### config.mk
export PLATFORM = sky130hd
export DESIGN_NAME = pair_metric_unit
export DESIGN_NICKNAME = d
export VERILOG_FILES = /design/src/rtl/pmzf_pkg.sv /design/src/rtl/pmzf_cand_sum.sv /design/src/rtl/pmzf_force.sv /design/src/rtl/pair_metric_unit.sv
export SDC_FILE = /design/constraint.sdc
export NUM_CORES = 1
export LEC_CHECK = 0
export BUFFER_PORTS_ARGS = -buffer_cell sky130_fd_sc_hd__buf_2
export CAP_MARGIN = 20
export CORE_MARGIN = 10
export CORE_UTILIZATION = 50
export CTS_CLUSTER_DIAMETER = 30
export DETAILED_ROUTE_END_ITERATION = 12
export MAX_ROUTING_LAYER = met4
export PLACE_DENSITY = 0.8
export SLEW_MARGIN = 20
export SYNTH_ARGS = -nofsm -noshare
export SYNTH_HDL_FRONTEND = slang
export SYNTH_SLANG_ARGS = --single-unit
### constraint.sdc
create_clock -name clk_i -period 3.7 [get_ports clk_i]
set_clock_uncertainty 0.05 [all_clocks]
set_input_delay 0.555 -clock clk_i [delete_from_list [all_inputs] [get_ports clk_i]]
set_output_delay 0.555 -clock clk_i [all_outputs]
set_load 0.02 [all_outputs]
### src/rtl/pmzf_pkg.sv
package pmzf_pkg;
  localparam int CAND_N = 4;

  // slot index {p,q}: first-half likelihood picked by p^q, second-half by q
  function automatic bit a_sel(input int idx);
    return bit'((idx >> 1) & 1) ^ bit'(idx & 1);
  endfunction

  function automatic bit b_sel(input int idx);
    return bit'(idx & 1);
  endfunction

  function automatic bit first_one(input int idx);
    return bit'((idx >> 1) & 1);
  endfunction

  function automatic bit second_one(input int idx);
    return bit'(idx & 1);
  endfunction
endpackage

### src/rtl/pmzf_cand_sum.sv
module pmzf_cand_sum #(
  parameter int MW = 7,
  parameter int LW = 6
) (
  input  logic [MW-1:0] pm_i,
  input  logic [LW-1:0] a_i,
  input  logic [LW-1:0] b_i,
  output logic [MW-1:0] sum_o
);
  localparam int EW = MW + 2;
  localparam logic signed [EW-1:0] HI = EW'((2 ** (MW - 1)) - 1);
  localparam logic signed [EW-1:0] LO = -HI;
  localparam logic [MW-1:0] NEG_INF = {1'b1, {(MW-1){1'b0}}};

  logic signed [EW-1:0] pm_x, a_x, b_x, raw;

  always_comb begin
    pm_x = {{2{pm_i[MW-1]}}, pm_i};
    a_x  = {{(EW-LW){a_i[LW-1]}}, a_i};
    b_x  = {{(EW-LW){b_i[LW-1]}}, b_i};
    raw  = pm_x + a_x + b_x;
    if (pm_i == NEG_INF)  sum_o = NEG_INF;
    else if (raw > HI)    sum_o = HI[MW-1:0];
    else if (raw < LO)    sum_o = LO[MW-1:0];
    else                  sum_o = raw[MW-1:0];
  end
endmodule

### src/rtl/pmzf_force.sv
module pmzf_force
  import pmzf_pkg::*;
#(
  parameter int MW = 7
) (
  input  logic                 info_first_i,
  input  logic                 info_second_i,
  input  logic [CAND_N*MW-1:0] sum_i,
  output logic [CAND_N*MW-1:0] masked_o
);
  localparam logic [MW-1:0] NEG_INF = {1'b1, {(MW-1){1'b0}}};

  for (genvar c = 0; c < CAND_N; c++) begin : g_mask
    localparam bit F1 = first_one(c);
    localparam bit F2 = second_one(c);
    logic kill;
    assign kill = (F1 && !info_first_i) || (F2 && !info_second_i);
    assign masked_o[c*MW +: MW] = kill ? NEG_INF : sum_i[c*MW +: MW];
  end
endmodule

### src/rtl/pair_metric_unit.sv
module pair_metric_unit
  import pmzf_pkg::*;
#(
  parameter int QCH_W     = 3,
  parameter int CODE_LOG2 = 4,
  localparam int MW = QCH_W + CODE_LOG2,
  localparam int LW = MW - 1
) (
  input  logic                 clk_i,
  input  logic                 rst_ni,
  input  logic                 in_valid_i,
  input  logic [LW-1:0]        ll_a0_i,
  input  logic [LW-1:0]        ll_a1_i,
  input  logic [LW-1:0]        ll_b0_i,
  input  logic [LW-1:0]        ll_b1_i,
  input  logic [MW-1:0]        path_metric_i,
  input  logic                 info_first_i,
  input  logic                 info_second_i,
  output logic                 out_valid_o,
  output logic [CAND_N*MW-1:0] metric_o
);
  localparam logic [MW-1:0] NEG_INF = {1'b1, {(MW-1){1'b0}}};

  logic [CAND_N*MW-1:0] sums, masked;

  for (genvar c = 0; c < CAND_N; c++) begin : g_cand
    localparam bit SA = a_sel(c);
    localparam bit SB = b_sel(c);
    logic [LW-1:0] a_pick, b_pick;
    assign a_pick = SA ? ll_a1_i : ll_a0_i;
    assign b_pick = SB ? ll_b1_i : ll_b0_i;
    pmzf_cand_sum #(.MW(MW), .LW(LW)) u_sum (
      .pm_i (path_metric_i),
      .a_i  (a_pick),
      .b_i  (b_pick),
      .sum_o(sums[c*MW +: MW])
    );
  end

  pmzf_force #(.MW(MW)) u_force (
    .info_first_i (info_first_i),
    .info_second_i(info_second_i),
    .sum_i        (sums),
    .masked_o     (masked)
  );

  always_ff @(posedge clk_i or negedge rst_ni) begin
    if (!rst_ni) begin
      out_valid_o <= 1'b0;
      metric_o    <= {CAND_N{NEG_INF}};
    end else begin
      out_valid_o <= in_valid_i;
      if (in_valid_i) metric_o <= masked;
    end
  end

  assert_valid_lat_R8: assert property (@(posedge clk_i) disable iff (!rst_ni)
    in_valid_i |=> out_valid_o);
  assert_idle_hold_R9: assert property (@(posedge clk_i) disable iff (!rst_ni)
    !in_valid_i |=> (!out_valid_o && $stable(metric_o)));
  assert_first_frozen_R5: assert property (@(posedge clk_i) disable iff (!rst_ni)
    (in_valid_i && !info_first_i) |=>
      (metric_o[2*MW +: MW] == NEG_INF && metric_o[3*MW +: MW] == NEG_INF));
  assert_second_frozen_R6: assert property (@(posedge clk_i) disable iff (!rst_ni)
    (in_valid_i && !info_second_i) |=>
      (metric_o[1*MW +: MW] == NEG_INF && metric_o[3*MW +: MW] == NEG_INF));
  assert_neg_inf_in_R4: assert property (@(posedge clk_i) disable iff (!rst_ni)
    (in_valid_i && path_metric_i == NEG_INF) |=> (metric_o == {CAND_N{NEG_INF}}));
  assert_zero_pair_finite_R3: assert property (@(posedge clk_i) disable iff (!rst_ni)
    (in_valid_i && path_metric_i != NEG_INF) |=> (metric_o[0 +: MW] != NEG_INF));
endmodule

Yosys cells after proc, flatten, opt, wreduce, memory -nomap -nowiden --
Cells that the tools add are included. Widths: inputs -> output; s select.
Storage, ports and cells: register bits 29, word-level logic and storage cells 35, bits of input ports 36
Cells by class: $add $sub $neg 6, reductions and logical operators 3, magnitude comparators 8, mux-type cells 15, equal/unequal tests 1
Operators by type and width (number):
- $mux 7 | 15
- $add 8x6->9 | 4
- $gt 9x7->1 const B | 4
- $lt 9x7->1 const B | 4
- $add 7x6->8 | 2
- $eq 7x7->1 const B | 1
- $logic_not 1->1 | 2
- $logic_or 1x1->1 | 1

Logic depth before layout (Yosys ltp) --
depth in word-level cells 7, gate-level depth with buffers 16, mapped depth without buffers 16

Hierarchy --
Synthesis repeated with hierarchy kept, for this count alone.
Unflattened totals: cells, all modules 368, area total of the unflattened synthesis 3796.1 um2
By module, submodules not included:
- pmzf_cand_sum (g_cand[2].u_sum ...) | area an instance 603.1 um2, instances 2, sequential area each 0.0 um2, cells an instance 70
- pmzf_cand_sum (g_cand[0].u_sum ...) | area an instance 600.6 um2, instances 2, sequential area each 0.0 um2, cells an instance 69
- pair_metric_unit | area an instance 1172.4 um2, instances 1, sequential area each 730.7 um2, cells an instance 60
- pmzf_force | area an instance 216.5 um2, instances 1, sequential area each 0.0 um2, cells an instance 30

Worst setup path after synthesis --
Ideal clock, no wire load.
path kind input to register, start point in ll_a0_i[1], end point reg metric_o[1], required time 3.508 ns, setup slack 0.167 ns, arrival time 3.341 ns, stages 14, buffers on the path 1, path through ha_1 a21o_1 a21oi_1 o21bai_1 a21oi_1 xnor2_1 ha_1 buf_6 nor3b_1 a311oi_2 nand3_1 or4_4 a31oi_2 o221ai_1
On the way: cells in the longest elaborated chain, start to end 6
RTL lines:
- start: declaration | RTL line pair_metric_unit.sv:12 | input logic [LW-1:0] ll_a0_i,
- $add 7x6->8 * | RTL line pmzf_cand_sum.sv:21 | raw = pm_x + a_x + b_x;
- $add 8x6->9 * | RTL line pmzf_cand_sum.sv:21
- $lt 9x7->1 | RTL line pmzf_cand_sum.sv:24 | else if (raw < LO) sum_o = LO[MW-1:0];
- $mux 7 | RTL line pmzf_cand_sum.sv:24
- $mux 7 * | RTL line pmzf_cand_sum.sv:23 | else if (raw > HI) sum_o = HI[MW-1:0];
- $mux 7 * | RTL line pmzf_cand_sum.sv:22 | if (pm_i == NEG_INF) sum_o = NEG_INF;
- end signal: assignment | RTL line pair_metric_unit.sv:50 | metric_o <= {CAND_N{NEG_INF}};
- end signal: assignment | RTL line pair_metric_unit.sv:53 | if (in_valid_i) metric_o <= masked;
- end: declaration | RTL line pair_metric_unit.sv:20 | output logic [CAND_N*MW-1:0] metric_o
Every way passes the cells marked *; elsewhere a longest branch is shown, timed or not. A chain may end at the register's enable or synchronous reset.

Final worst setup path --
start point in path_metric_i[0], end point reg metric_o[3]
On the way: cells in the longest elaborated chain, start to end 6
RTL lines:
- start: declaration | RTL line pair_metric_unit.sv:16 | input logic [MW-1:0] path_metric_i,
- $add 7x6->8 | RTL line pmzf_cand_sum.sv:21
- $add 8x6->9 | RTL line pmzf_cand_sum.sv:21
- $lt 9x7->1 | RTL line pmzf_cand_sum.sv:24
- $mux 7 | RTL line pmzf_cand_sum.sv:24
- $mux 7 | RTL line pmzf_cand_sum.sv:23
- $mux 7 * | RTL line pmzf_cand_sum.sv:22
Marks and branches as above.

==> impl_metrics.tcl <==
set metrics [dict create \
    status "finished clean" \
    min_period_ns 3.53 \
    cts.clk_slew.worst_paths_ns 0.07 \
    core_um2 6870 \
    synthCells 432 \
    worst_pin_slew_ns 0.649 \
    synth_edf_count 0 \
    start_util 0.518 \
    peakVddDrop_mv 0.195 \
    io_pins 65 \
    yosysUniqueCellTypes 64 \
    routed-via-count 3586 \
    rows 30 \
    clock_path_buffers 2 \
    dp_cells 604 \
    htree_levels 2 \
    final_common_cell "buf_2" \
    clkSinkCount 29 \
    grt_max_degree 30 \
    worst_slack_ns 0.173 \
    ys_warn_count 0 \
    final_cells 613 \
    hp-class "in2async" \
    required_ns 3.80 \
    seq_area_frac_synth 0.205 \
    crit_arrival_ns 3.62 \
    leakage_nw 2.03 \
    async_flop_share 1.00 \
    avgSynthCellArea_um2 8.23 \
    syn-num-nets 520 \
    drtAntennaViolNets 0 \
    finalWirelength_um 10000 \
    overflow 0 \
    drive_gt1_frac 0.232 \
    synth_top_area_cell "dfrtp_1" \
    hold_buffers 0 \
    die_width_um 104 \
    ys_ff_latch 29 \
    first_pass_iters 5 \
    post-route-period-util 0.953 \
    nets 604 \
    grt_pass1_wl_um 16700 \
    cp_max_fo 8 \
    slew_headroom 0.567 \
    wire_per_inst_um 16.4 \
    setup_viol 0 \
    fmax_mhz 284 \
    cts_root_buf "clkbuf_8" \
    antenna_found_initial 0 \
    netlist_area_um2 3560 \
    route.detailed.drc 0 \
    power_density_nw_per_um2 539 \
    place_congestion 0.924 \
    hpwl_um 8120 \
    drt_iter0_drc 158 \
    synth_flop_cell "dfrtp_1" \
    die_h_um 104 \
    maxSlewViolCount 0 \
    cts_tree "yes" \
    crit_path_end_kind "flip-flop" \
    grt_pass1_vias 3571 \
    syn_to_final_growth_pct 21.4 \
    grt_use_total 0.184 \
    tns_ns 0 \
    drv_cap 0 \
    hold_violations 0 \
    dp_slack_ns -0.0807 \
    diodes 0 \
    synth_area_leaders "dfrtp_1, ha_1, a21oi_1" \
    cts_buffers 5 \
    dieArea_um2 10900 \
    start_kind "input pin" \
    io_buffers 64 \
    avgViaCountPerCell 5.85 \
    layout_common_cells "buf_2, ha_1, inv_1" \
    critPathKind "in2reg" \
    clk_latency_ns 0.28 \
    synth_top_area_share 0.176 \
]
[path summary, 6_finish.rpt]
kind | start | end | slack, ns | cells after the start
max | path_metric_i[0] | metric_o[3] | 0.17 | 16
min | rst_ni | metric_o[17] | 0.24 | 1
max reg2reg | metric_o[0] | metric_o[0] | 2.37 | 4
min reg2reg | metric_o[26] | metric_o[26] | 0.43 | 2
max in group asynchronous | rst_ni | metric_o[2] | 2.94 | 1
min in group clk_i | metric_o[26] | metric_o[26] | 0.43 | 2
[where the power goes]
group          internal, W  switching [W]
clock             0.000267       0.000134
sequential        0.000423      0.0000521
combinational     0.000587       0.000865
total              0.00128        0.00105
[critical path, stage by stage]
cell      delay, ns
buf_2          0.11
ha_1           0.16
inv_1          0.06
fa_2           0.35
inv_1          0.07
a21oi_1        0.06
o21bai_1       0.20
a21o_1         0.14
a21oi_1        0.07
xnor2_1        0.31
ha_1           0.36
nor2b_1        0.18
a221oi_1       0.43
a21oi_2        0.15
a31oi_2        0.25
o221ai_1       0.15
[state kept, by name, summed over array words and instances, names as in the netlist]
name and cells:
out_valid_o 1, metric_o 28
[per-layer routing]
layer,track usage,up-vias,wire (um)
met5,-,-,0
met4,0.0706,0,308
met3,0.0217,32,480
met2,0.298,126,4570
met1,0.227,1647,4680
li1,-,1781,-
[cell families after synthesis]
logic type | after synthesis | synth area share
fa+ha+maj | 52 | 0.196
mux | 2 | 0.00563
flops | 29 | 0.205
simple gates | 136 | 0.202
xor+xnor | 22 | 0.0542
compound gates | 144 | 0.286
buf+inv | 47 | 0.0517
[per-stage QoR]
stage               utilization  power (W)  cell area [um^2]  hold slack, ns
finish                    0.629    0.00233              4320           0.240
global route              0.629    0.00251              4320           0.298
CTS                       0.616    0.00226              4230           0.266
detailed placement        0.597    0.00185              4100           0.421
global placement          0.597    0.00181              4100           0.416
floorplan                     -    0.00146              3560           0.209
[cell usage after synthesis (all sizes together), types with 5 or more instances]
cell,n
a211oi,8
a21o,11
a21oi,33
a31oi,8
dfrtp,25
fa,6
ha,46
inv,42
nand2,28
nand2b,10
nand3,12
nor2,38
nor2b,5
nor3,7
nor3b,6
o211ai,10
o21ai,25
o21bai,6
o221ai,6
o31a,5
xnor2,10
xor2,12
[timing repair]
item,4_1_cts,5_1_grt
gates resized for setup,0,14
endpoints found under the setup margin,0,15
buffers inserted,0,1
[area by class of cell]
class,instances,area (um^2)
Sequential cell,29,731
Clock inverter,3,65.1
Fill cell,607,2550
Clock buffer,5,68.8
Multi-Input combinational cell,356,2720
Inverter,42,158
Tap cell,96,120
Timing Repair Buffer,82,455
Power figures use the tool's default switching activity.
